### src/rtl/chain_pot_pkg.sv
package chain_pot_pkg;
  localparam int FRAME_W = 16;
  localparam int ADDR_W  = 5;
  localparam int DATA_W  = 8;

  localparam logic [2:0] OP_WR   = 3'b110;
  localparam logic [2:0] OP_RD   = 3'b100;
  localparam logic [2:0] OP_ECHO = 3'b111;

  typedef enum logic [2:0] {
    ST_IDLE, ST_LEAD, ST_HIGH, ST_LOW, ST_LAG, ST_GAP
  } seq_state_e;

  // bus interval lengths in core clocks, all derived from the half period
  function automatic int lead_cycles(input int half);
    return 3 * half;
  endfunction
  function automatic int lag_cycles(input int half);
    return 3 * half;
  endfunction
  function automatic int gap_cycles(input int half);
    return 20 * half;
  endfunction

  // outgoing frame of the first window
  function automatic logic [FRAME_W-1:0] make_frame(input logic is_rd,
                                                    input logic [ADDR_W-1:0] addr,
                                                    input logic [DATA_W-1:0] data);
    return is_rd ? {OP_RD, addr, 8'h00} : {OP_WR, addr, data};
  endfunction

  // echo byte mismatch of a returned frame
  function automatic logic echo_bad(input logic [FRAME_W-1:0] resp,
                                    input logic [ADDR_W-1:0] addr);
    return resp[FRAME_W-1 -: 8] != {OP_ECHO, addr};
  endfunction
endpackage

### src/rtl/chain_pot_pack.sv
module chain_pot_pack
  import chain_pot_pkg::*;
#(
  parameter int N_DEV = 4
) (
  input  logic [N_DEV-1:0]           cmd_rd,
  input  logic [N_DEV*ADDR_W-1:0]    cmd_addr,
  input  logic [N_DEV*DATA_W-1:0]    cmd_data,
  output logic [N_DEV*FRAME_W-1:0]   tx_word
);
  // device d sits at [16d+:16]; the top frame (device N_DEV-1) leaves first
  for (genvar d = 0; d < N_DEV; d++) begin : g_frame
    assign tx_word[d*FRAME_W +: FRAME_W] =
      make_frame(cmd_rd[d], cmd_addr[d*ADDR_W +: ADDR_W], cmd_data[d*DATA_W +: DATA_W]);
  end
endmodule

### src/rtl/chain_pot_unpack.sv
module chain_pot_unpack
  import chain_pot_pkg::*;
#(
  parameter int N_DEV = 4
) (
  input  logic [N_DEV*FRAME_W-1:0] rx_word,
  input  logic [N_DEV-1:0]         rd_mask,
  input  logic [N_DEV*ADDR_W-1:0]  addr_flat,
  output logic [N_DEV*DATA_W-1:0]  data_flat,
  output logic [N_DEV-1:0]         err_flat
);
  // first received frame lands in the top slice, which belongs to device N_DEV-1
  for (genvar d = 0; d < N_DEV; d++) begin : g_dev
    assign data_flat[d*DATA_W +: DATA_W] =
      rd_mask[d] ? rx_word[d*FRAME_W +: DATA_W] : '0;
    assign err_flat[d] =
      rd_mask[d] & echo_bad(rx_word[d*FRAME_W +: FRAME_W], addr_flat[d*ADDR_W +: ADDR_W]);
  end
endmodule

### src/rtl/chain_pot_engine.sv
module chain_pot_engine
  import chain_pot_pkg::*;
#(
  parameter int N_DEV    = 4,
  parameter int SCK_HALF = 20
) (
  input  logic                       clk,
  input  logic                       rst_n,
  input  logic                       start,
  input  logic                       need_rd,
  input  logic [N_DEV*FRAME_W-1:0]   tx_word,
  input  logic                       miso,
  output logic                       sck,
  output logic                       cs_n,
  output logic                       mosi,
  output logic                       busy,
  output logic                       accept,
  output logic                       fin,
  output logic [N_DEV*FRAME_W-1:0]   rx_word
);
  localparam int W        = N_DEV * FRAME_W;
  localparam int LEAD_CYC = lead_cycles(SCK_HALF);
  localparam int LAG_CYC  = lag_cycles(SCK_HALF);
  localparam int GAP_CYC  = gap_cycles(SCK_HALF);
  localparam int CNT_W    = $clog2(GAP_CYC) + 1;
  localparam int BIT_W    = $clog2(W);
  localparam logic [CNT_W-1:0] LEAD_LD = CNT_W'(LEAD_CYC - 1);
  localparam logic [CNT_W-1:0] LAG_LD  = CNT_W'(LAG_CYC - 1);
  localparam logic [CNT_W-1:0] GAP_LD  = CNT_W'(GAP_CYC - 1);
  localparam logic [CNT_W-1:0] HALF_LD = CNT_W'(SCK_HALF - 1);
  localparam logic [BIT_W-1:0] LAST_BIT = BIT_W'(W - 1);

  seq_state_e       state;
  logic [CNT_W-1:0] cnt;
  logic [BIT_W-1:0] bit_cnt;
  logic             phase2;
  logic             rd_pend;
  logic [W-1:0]     sh;

  // named events for the checker and the top level
  logic cnt_zero, last_bit, reopen;
  assign cnt_zero = (cnt == '0);
  assign last_bit = (bit_cnt == LAST_BIT);
  assign accept   = start && (state == ST_IDLE);
  assign reopen   = (state == ST_GAP) && cnt_zero && rd_pend && !phase2;
  assign fin      = (state == ST_GAP) && cnt_zero && !(rd_pend && !phase2);
  assign busy     = (state != ST_IDLE);
  assign mosi     = sh[W-1];

  always_ff @(posedge clk or negedge rst_n) begin
    if (!rst_n) begin
      state   <= ST_IDLE;
      cnt     <= '0;
      bit_cnt <= '0;
      phase2  <= 1'b0;
      rd_pend <= 1'b0;
      sh      <= '0;
      rx_word <= '0;
      sck     <= 1'b0;
      cs_n    <= 1'b1;
    end else begin
      case (state)
        ST_IDLE: begin
          if (start) begin
            state   <= ST_LEAD;
            cnt     <= LEAD_LD;
            cs_n    <= 1'b0;
            sh      <= tx_word;
            phase2  <= 1'b0;
            rd_pend <= need_rd;
            bit_cnt <= '0;
          end
        end
        ST_LEAD, ST_LOW: begin
          if (cnt_zero) begin
            sck   <= 1'b1;
            state <= ST_HIGH;
            cnt   <= HALF_LD;
            if (phase2) rx_word <= {rx_word[W-2:0], miso};
          end else begin
            cnt <= cnt - 1'b1;
          end
        end
        ST_HIGH: begin
          if (cnt_zero) begin
            sck <= 1'b0;
            if (last_bit) begin
              state <= ST_LAG;
              cnt   <= LAG_LD;
            end else begin
              bit_cnt <= bit_cnt + 1'b1;
              sh      <= {sh[W-2:0], 1'b0};
              state   <= ST_LOW;
              cnt     <= HALF_LD;
            end
          end else begin
            cnt <= cnt - 1'b1;
          end
        end
        ST_LAG: begin
          if (cnt_zero) begin
            cs_n  <= 1'b1;
            sh    <= '0;
            state <= ST_GAP;
            cnt   <= GAP_LD;
          end else begin
            cnt <= cnt - 1'b1;
          end
        end
        ST_GAP: begin
          if (cnt_zero) begin
            if (reopen) begin
              cs_n    <= 1'b0;
              sh      <= '0;
              phase2  <= 1'b1;
              bit_cnt <= '0;
              state   <= ST_LEAD;
              cnt     <= LEAD_LD;
            end else begin
              state <= ST_IDLE;
            end
          end else begin
            cnt <= cnt - 1'b1;
          end
        end
        default: state <= ST_IDLE;
      endcase
    end
  end
endmodule

### src/rtl/chain_pot_master.sv
module chain_pot_master
  import chain_pot_pkg::*;
#(
  parameter int N_DEV    = 4,
  parameter int SCK_HALF = 20
) (
  input  logic                      clk,
  input  logic                      rst_n,
  input  logic                      start,
  input  logic [N_DEV-1:0]          cmd_rd,
  input  logic [N_DEV*5-1:0]        cmd_addr,
  input  logic [N_DEV*8-1:0]        cmd_data,
  output logic                      busy,
  output logic                      done,
  output logic [N_DEV*8-1:0]        rd_data,
  output logic [N_DEV-1:0]          rd_err,
  output logic                      sck,
  output logic                      cs_n,
  output logic                      mosi,
  input  logic                      miso
);
  localparam int W = N_DEV * FRAME_W;

  logic [W-1:0]              tx_word;
  logic [W-1:0]              rx_word;
  logic                      accept;
  logic                      fin;
  logic [N_DEV-1:0]          rd_q;
  logic [N_DEV*ADDR_W-1:0]   addr_q;
  logic [N_DEV*DATA_W-1:0]   res_data;
  logic [N_DEV-1:0]          res_err;

  chain_pot_pack #(.N_DEV(N_DEV)) u_pack (
    .cmd_rd  (cmd_rd),
    .cmd_addr(cmd_addr),
    .cmd_data(cmd_data),
    .tx_word (tx_word)
  );

  chain_pot_engine #(.N_DEV(N_DEV), .SCK_HALF(SCK_HALF)) u_engine (
    .clk    (clk),
    .rst_n  (rst_n),
    .start  (start),
    .need_rd(|cmd_rd),
    .tx_word(tx_word),
    .miso   (miso),
    .sck    (sck),
    .cs_n   (cs_n),
    .mosi   (mosi),
    .busy   (busy),
    .accept (accept),
    .fin    (fin),
    .rx_word(rx_word)
  );

  chain_pot_unpack #(.N_DEV(N_DEV)) u_unpack (
    .rx_word  (rx_word),
    .rd_mask  (rd_q),
    .addr_flat(addr_q),
    .data_flat(res_data),
    .err_flat (res_err)
  );

  always_ff @(posedge clk or negedge rst_n) begin
    if (!rst_n) begin
      rd_q    <= '0;
      addr_q  <= '0;
      rd_data <= '0;
      rd_err  <= '0;
      done    <= 1'b0;
    end else begin
      done <= fin;
      if (accept) begin
        rd_q   <= cmd_rd;
        addr_q <= cmd_addr;
      end
      if (fin) begin
        rd_data <= res_data;
        rd_err  <= res_err;
      end
    end
  end
endmodule

### config.mk
export PLATFORM = sky130hd
export DESIGN_NAME = chain_pot_master
export DESIGN_NICKNAME = d
export VERILOG_FILES = /design/src/rtl/chain_pot_pkg.sv /design/src/rtl/chain_pot_pack.sv /design/src/rtl/chain_pot_unpack.sv /design/src/rtl/chain_pot_engine.sv /design/src/rtl/chain_pot_master.sv
export SDC_FILE = /design/constraint.sdc
export NUM_CORES = 1
export LEC_CHECK = 0
export BUFFER_PORTS_ARGS = -buffer_cell sky130_fd_sc_hd__clkbuf_2
export CAP_MARGIN = 20
export CORE_AREA = 8 8 199 201
export DETAILED_ROUTE_END_ITERATION = 6
export DIE_AREA = 0 0 207 209
export GPL_TIMING_DRIVEN = 0
export MAX_ROUTING_LAYER = met4
export SLEW_MARGIN = 0
export SYNTH_ARGS = -nofsm -noshare
export SYNTH_HDL_FRONTEND = slang
export SYNTH_HIERARCHICAL = 1
export SYNTH_SLANG_ARGS = --single-unit
### constraint.sdc
create_clock -name clk -period 6 [get_ports clk]
set_input_delay 0.3 -clock clk [delete_from_list [all_inputs] [get_ports clk]]
set_output_delay 0.3 -clock clk [all_outputs]
set_load 0.1 [all_outputs]
==> results of run 1 <==
==> stage by stage <==
stage               power [W]  cell area [µm²]   util  worst slack, ns
finish                0.00310            12800  0.353             2.69
global route          0.00323            12800  0.353             2.48
CTS                   0.00317            12800  0.353             2.71
detailed placement    0.00157            11900  0.328             2.74
global placement      0.00156            11800  0.326            0.309
floorplan             0.00150            10700      -             3.58
==> power groups by stage <==
stage / Combinational [W] / Clock, W / Sequential, W
floorplan: 0.0000419 / 0 / 0.00146
global placement: 0.000106 / 0 / 0.00146
detailed placement: 0.000113 / 0 / 0.00146
CTS: 0.000116 / 0.00163 / 0.00143
global route: 0.000128 / 0.00168 / 0.00143
finish: 0.000111 / 0.00156 / 0.00143
==> cell type report <==
type	count	area, µm²	area share
buffer	76	547	0.0427
inverter	11	41.3	0.00323
sequential	212	5310	0.415
timing repair buffer	106	604	0.0472
clock buffer	38	757	0.0592
clock inverter	9	105	0.00821
antenna	2	5.00	0.000391
multi-input combinational	615	4850	0.379
tap	468	586	0.0458
==> layout by cell type, fill, tap and decap left out, types with 3 or more instances in the layout <==
master,count
nand2b_1,4
mux2_2,81
and2_1,32
dlygate4sd3_1,4
nand2_1,145
o21ai_0,11
mux2_4,110
clkbuf_8,5
or3_1,3
clkbuf_2,99
nand3_1,76
buf_12,3
nor2b_1,36
buf_4,34
clkbuf_1,30
nand4_1,6
conb_1,8
buf_6,11
nor2_1,15
xor2_1,4
clkinv_2,4
buf_1,3
dfrtp_1,211
nor3_1,12
a21oi_1,8
and3_1,4
xnor2_1,20
o31a_1,4
clkbuf_16,27
inv_1,11
==> sequential cells by signal, indices dropped and copies added, names as in the netlist <==
name and flops:
addr_q 20, done 1, rd_data 32, rd_err 4
rd_q 4, u_engine/bit_cnt 6, u_engine/cnt 10, u_engine/cs_n 1
u_engine/phase2 1, u_engine/rd_pend 1, u_engine/rx_word 64, u_engine/sck 1
u_engine/sh 64, u_engine/state 3
==> per-layer routing <==
metal,GRT usage,vias up,part of all wire
met4,0.0333,0,0.026
li1,-,3373,-
met2,0.179,147,0.46
met3,0.0227,44,0.044
met1,0.146,3443,0.47
met5,-,-,0
==> cell families after synthesis <==
family / share of synthesized area
XOR/XNOR: 0.0196
buffers and inverters: 0.0549
AO/OA/AOI/OAI: 0.0297
adder cells (fa/ha/maj): 0.00233
AND/OR/NAND/NOR: 0.158
flip-flops: 0.495
other: 0.000701
multiplexers: 0.240
==> worst max path at each step <==
stage,endpoint,slack [ns],cells after the start
finish,rd_data[12]$_DFFE_PN0P_,2.69,8
global placement,u_engine/sh[35]$_DFFE_PN0P_,0.31,1
global route,rd_data[16]$_DFFE_PN0P_,2.48,8
floorplan,u_engine/cnt[6]$_DFFE_PN0P_,3.58,7
detailed placement,rd_data[22]$_DFFE_PN0P_,2.74,8
CTS,rd_data[12]$_DFFE_PN0P_,2.71,8
==> cell usage after synthesis (all sizes together) (2+ instances only) <==
cell    number
or3          3
or4          2
nor4         2
a32oi        2
nor2        15
mux2       191
a32o         2
nand3       76
clkbuf      23
ha           2
and3         4
nor3b        2
dfrtp      211
o21ai       11
nor3        13
a21o         2
nor2b       36
nand2b       4
a31oi        2
a21oi        8
o211ai       2
and2        32
nand2      145
xnor2       20
xor2         4
buf         53
nand4        6
inv         11
conb         2
o31a         4
==> worst reg2reg max path, delay by kind of cell, from the launching register on <==
kind	cells	cell delay (ns)
AND/OR/NAND/NOR	3	1.67
flip-flops	1	0.41
multiplexers	1	0.30
adder cells (fa/ha/maj)	1	0.25
buffers and inverters	3	0.56
==> flow_metrics.py, run 1 <==
metrics = {
    "setup_path": {
        "slowest_stage": "nor3_1",
        "crit_type": "flip-flop to flip-flop",
        "critPathMaxFanout": 10,
        "cpPeakStageDelay_ns": 0.80,
        "cp_top_family": "simple AND/OR/NAND/NOR gates",
        "cp-startpoint": "u_engine/cnt[0]$_DFFE_PN0P_",
        "reg2reg_from": "u_engine/cnt[0]$_DFFE_PN0P_",
        "worst_setup_path_start_kind": "flip-flop",
        "cp.required_ns": 6.40,
        "worstPathArrival_ns": 3.71,
        "r2r-end": "rd_data[12]$_DFFE_PN0P_",
        "ff2ff_path_depth": 8,
        "path_cells": "inv_1, ha_1, nor4b_2, nand4_1, nor3_1, buf_6, buf_12, mux2_4",
        "critPathBufInv": 3,
        "endpoint_kind": "flip-flop",
        "rrSetupSlack_ns": 2.69,
    },
    "floorplanning": {
        "initial_utilization": 0.296,
        "die-area_um2": 43300,
        "fp.coreArea_um2": 36300,
        "ios": 101,
        "chipHeight_um": 209,
        "fp.dieW_um": 207,
        "fp-row-count": 70,
    },
    "power": {
        "p_per_area_nw_per_um2": 243,
        "internal_power_w": 0.00244,
        "p_leak_nw": 6.54,
        "pwr-share-comb": 0.036,
        "seqPwrFrac": 0.461,
        "power.switching_w": 0.000667,
        "vdd_drop_max_uv": 144,
        "swShare": 0.215,
        "clkPwrFrac": 0.503,
    },
    "clock_network": {
        "h-tree-depth": 1,
        "hold_buffers": 4,
        "cts_root_buf": "clkbuf_16",
        "post_cts_resized": 0,
        "clkSlewWorstSetupHoldPaths_ns": 0.06,
        "cts_tree": "done",
        "cts.sinks": 212,
        "clock_latency_ns": 0.52,
        "clockBufferDepth": 3,
        "numCtsBuffers": 26,
        "post_cts_buffers": 0,
    },
    "synth": {
        "avgSynthCellArea_um2": 11.8,
        "synth_top_area_frac": 0.493,
        "synth_cell_types": 54,
        "yosys_register_bits": 212,
        "async_reset_ff_frac": 1.00,
        "synth_edf_count": 0,
        "yosysWarnings": 6,
        "dominantRegCellSynth": "dfrtp_1",
        "netlist_instances": 908,
        "syn_area_um2": 10700,
        "ys_seq_area_frac": 0.495,
        "yosysTopAreaCell": "dfrtp_1",
        "synth_area_leaders": "dfrtp_1 (49%), mux2_4 (15%), mux2_2 (8.5%)",
    },
    "timing": {
        "final_hold_viol_count": 0,
        "drv_slew": 0,
        "min_period_ns": 3.31,
        "worst_slew_pin_slew_ns": 0.851,
        "setup_tns_ns": 0,
        "worst_clock_skew_ns": 0.0109,
        "relSlewSlack": 0.428,
        "fmax_mhz": 302,
        "fin_crit_sh": 0.552,
        "rsz0062_at_grt": "false",
        "setup_viol": 0,
        "finalHoldWorstSlack_ns": 0.0306,
    },
    "cells_and_area": {
        "area_growth_pct": 19.4,
        "fin_nets": 1110,
        "nFillCells": 3626,
        "drive_gt1_frac": 0.366,
        "final_cells": 1537,
    },
    "min_path": {
        "worstHoldEndpoint": "addr_q[8]$_DFFE_PN0P_",
        "hold_class": "primary input to flip-flop",
        "hold_start": "cmd_addr[8]",
        "worstHoldPathCells": 2,
    },
    "global_routing": {
        "grt_antenna_before_repair": 2,
        "grt_first_pass_wirelength_mm": 39.5,
        "grt-ovfl-total": 0,
        "grt_pass1_vias": 7259,
        "grt_usage": 0.113,
        "grt_start_max_net_pins": 101,
    },
    "detailed_routing": {
        "post-route-drc-count": 0,
        "wl_per_cell_um": 15.9,
        "wl_mm": 24.4,
        "drt_first_pass_iters": 4,
        "ant_nets": 0,
        "viasPerCell": 4.56,
        "first_iter_violations": 298,
        "num_vias": 7007,
    },
    "outcome": {
        "status": "complete, no violations",
    },
    "placement": {
        "dpl.cell_count": 1484,
        "hpwl_mm": 17.3,
        "portBuffers": 100,
        "gp_congestion": 0.840,
    },
    "job": {
        "cap_viol_max_count": 0,
    },
}
(Power assumes the default switching activity.)
==> run 2: changes to the inputs <==
==> constraint.sdc (replaced) <==
create_clock -name clk -period 2.95 [get_ports clk]
set_input_delay 0.1475 -clock clk [delete_from_list [all_inputs] [get_ports clk]]
set_output_delay 0.1475 -clock clk [all_outputs]
set_load 0.1 [all_outputs]
==> run 2 against run 1 <==
Net effect:
- via count increased by 1.3%
- critical endpoint is now u_engine/rx_word[58]$_DFFE_PN0P_
- non-clock buffer count rose by 19
- combinational power increased by 120%
- cell area rose by 1.7%
- sequential cell count is the same
- cell count increased by 1.2%
- hold slack better by 0.030 ns
- maximum frequency grew 20%
==> flow_metrics.py, run 2 (synthesized netlist as in run 1, its figures left out) <==
metrics = {
    "global_routing": {
        "grt_antenna_before_repair": 2,
        "grt_first_pass_wirelength_mm": 39.9,
        "grt_pass1_vias": 7392,
        "grt_start_max_net_pins": 101,
        "grt_usage": 0.114,
        "grt-ovfl-total": 0,
    },
    "setup_path": {
        "worstPathArrival_ns": 3.15,
        "endpoint_kind": "flip-flop",
        "critPathBufInv": 4,
        "crit_type": "flip-flop to flip-flop",
        "rrSetupSlack_ns": 0.20,
        "slowest_stage": "dfrtp_1",
        "critPathMaxFanout": 10,
        "crit_cells": 9,
        "ff2ff_path_depth": 9,
        "path_cells": "inv_1, ha_1, nor4b_4, nand4_1, buf_4, nor3b_2, buf_2, buf_4, mux2_2",
        "worst_setup_path_start_kind": "flip-flop",
        "crit_end": "u_engine/rx_word[58]$_DFFE_PN0P_",
        "cp-startpoint": "u_engine/cnt[0]$_DFFE_PN0P_",
        "cpPeakStageDelay_ns": 0.41,
        "cp.required_ns": 3.35,
        "r2r-end": "u_engine/rx_word[58]$_DFFE_PN0P_",
        "crit_top_cell": "buf_4",
        "cp_top_family": "buffers and inverters",
        "reg2reg_from": "u_engine/cnt[0]$_DFFE_PN0P_",
    },
    "clock_network": {
        "cts_root_buf": "clkbuf_16",
        "cts_tree": "done",
        "clockBufferDepth": 3,
        "clock_latency_ns": 0.52,
        "h-tree-depth": 1,
        "clkSlewWorstSetupHoldPaths_ns": 0.06,
        "numCtsBuffers": 26,
        "cts.sinks": 212,
    },
    "detailed_routing": {
        "wl_mm": 24.4,
        "num_vias": 7101,
        "post-route-drc-count": 0,
        "wl_per_cell_um": 15.7,
        "ant_nets": 0,
        "drt_first_pass_iters": 5,
        "first_iter_violations": 301,
        "viasPerCell": 4.56,
    },
    "power": {
        "power_w": 0.00633,
        "p_leak_nw": 6.63,
        "p_per_area_nw_per_um2": 486,
        "vdd_drop_max_uv": 291,
    },
    "floorplanning": {
        "fp-row-count": 70,
        "ios": 101,
        "die-area_um2": 43300,
        "fp.dieW_um": 207,
        "chipHeight_um": 209,
        "fp.coreArea_um2": 36300,
        "initial_utilization": 0.296,
    },
    "timing": {
        "relSlewSlack": 0.489,
        "worst_slew_pin_slew_ns": 0.767,
        "final_hold_viol_count": 0,
        "worst_clock_skew_ns": 0.0116,
        "fin_crit_sh": 0.932,
        "min_period_ns": 2.75,
        "rsz0062_at_grt": "false",
        "setup_viol": 0,
        "timing.final.ws_setup_ns": 0.201,
        "finalHoldWorstSlack_ns": 0.0609,
        "drv_slew": 0,
        "fmax_mhz": 364,
    },
    "cells_and_area": {
        "drive_gt1_frac": 0.365,
        "reg.largest.list": "u_engine/rx_word x64, u_engine/sh x64, rd_data x32",
        "nFillCells": 3609,
        "area_growth_pct": 21.5,
        "final_cell_mix": "dfrtp_1 (211), nand2_1 (145), mux2_4 (110)",
        "seq_area_um2": 5310,
        "multi_input_area_um2": 4880,
        "layout_commonest_cell": "dfrtp_1",
        "fin_nets": 1129,
    },
    "placement": {
        "hpwl_mm": 17.3,
        "portBuffers": 100,
        "gp_congestion": 0.840,
        "dp_worst_setup_slack_ns": -0.307,
    },
    "job": {
        "cap_viol_max_count": 0,
    },
    "min_path": {
        "hold_class": "primary input to asynchronous set/reset pin",
    },
    "outcome": {
        "status": "complete, no violations",
    },
}
## run 2: what timing repair did
item / CTS / global route
pin swaps: 1 / 0
gates resized for setup: 4 / 2
setup endpoints to repair: 96 / 73
setup buffers: 2 / 0
hold endpoints to repair: 132 / 0
hold buffers: 22 / 0
## run 2: area by class of cell
class | instances | area share
clock inverter | 9 | 0.00807
tap | 468 | 0.0450
multi-input combinational | 615 | 0.375
buffer | 75 | 0.0418
antenna | 2 | 0.000384
sequential | 212 | 0.408
inverter | 11 | 0.00317
clock buffer | 38 | 0.0581
timing repair buffer | 126 | 0.0614
## run 2: how the worst min path moves through the flow
stage	slack, ns	end	startpoint	depth (start not counted)
final	0.06	rd_data[4]$_DFFE_PN0P_	rst_n	2
after global routing	0.05	rd_data[4]$_DFFE_PN0P_	rst_n	2
after CTS	0.03	rd_data[4]$_DFFE_PN0P_	rst_n	2
after detailed placement	0.03	rd_data[4]$_DFFE_PN0P_	rst_n	1
after global placement	0.39	u_engine/rx_word[0]$_DFFE_PN0P_	miso	2
after floorplan	-0.15	addr_q[0]$_DFFE_PN0P_	rst_n	0
## run 2: where the power goes
| part | internal (W) | switching [W] |
|---|---|---|
| sequential | 0.00291 | 0 |
| combinational | 0.000113 | 0.000135 |
| clock | 0.00195 | 0.00122 |
| total | 0.00497 | 0.00136 |
## run 2: routing by layer
metal / track usage / part of all wire / vias up
met2: 0.181 / 0.46 / 155
met5: - / 0 / -
met4: 0.0320 / 0.021 / 0
met1: 0.146 / 0.47 / 3502
met3: 0.0227 / 0.046 / 42
li1: - / - / 3402
## run 2: per-stage QoR
step                       util  setup TNS [ns]  area [µm²]  cells
after floorplan               -               0       10700    914
after global placement    0.326         -558.50       11800   1482
after detailed placement  0.328          -18.36       11900   1484
after CTS                 0.359               0       13000   1555
after global routing      0.359               0       13000   1556
final                     0.359               0       13000   1556
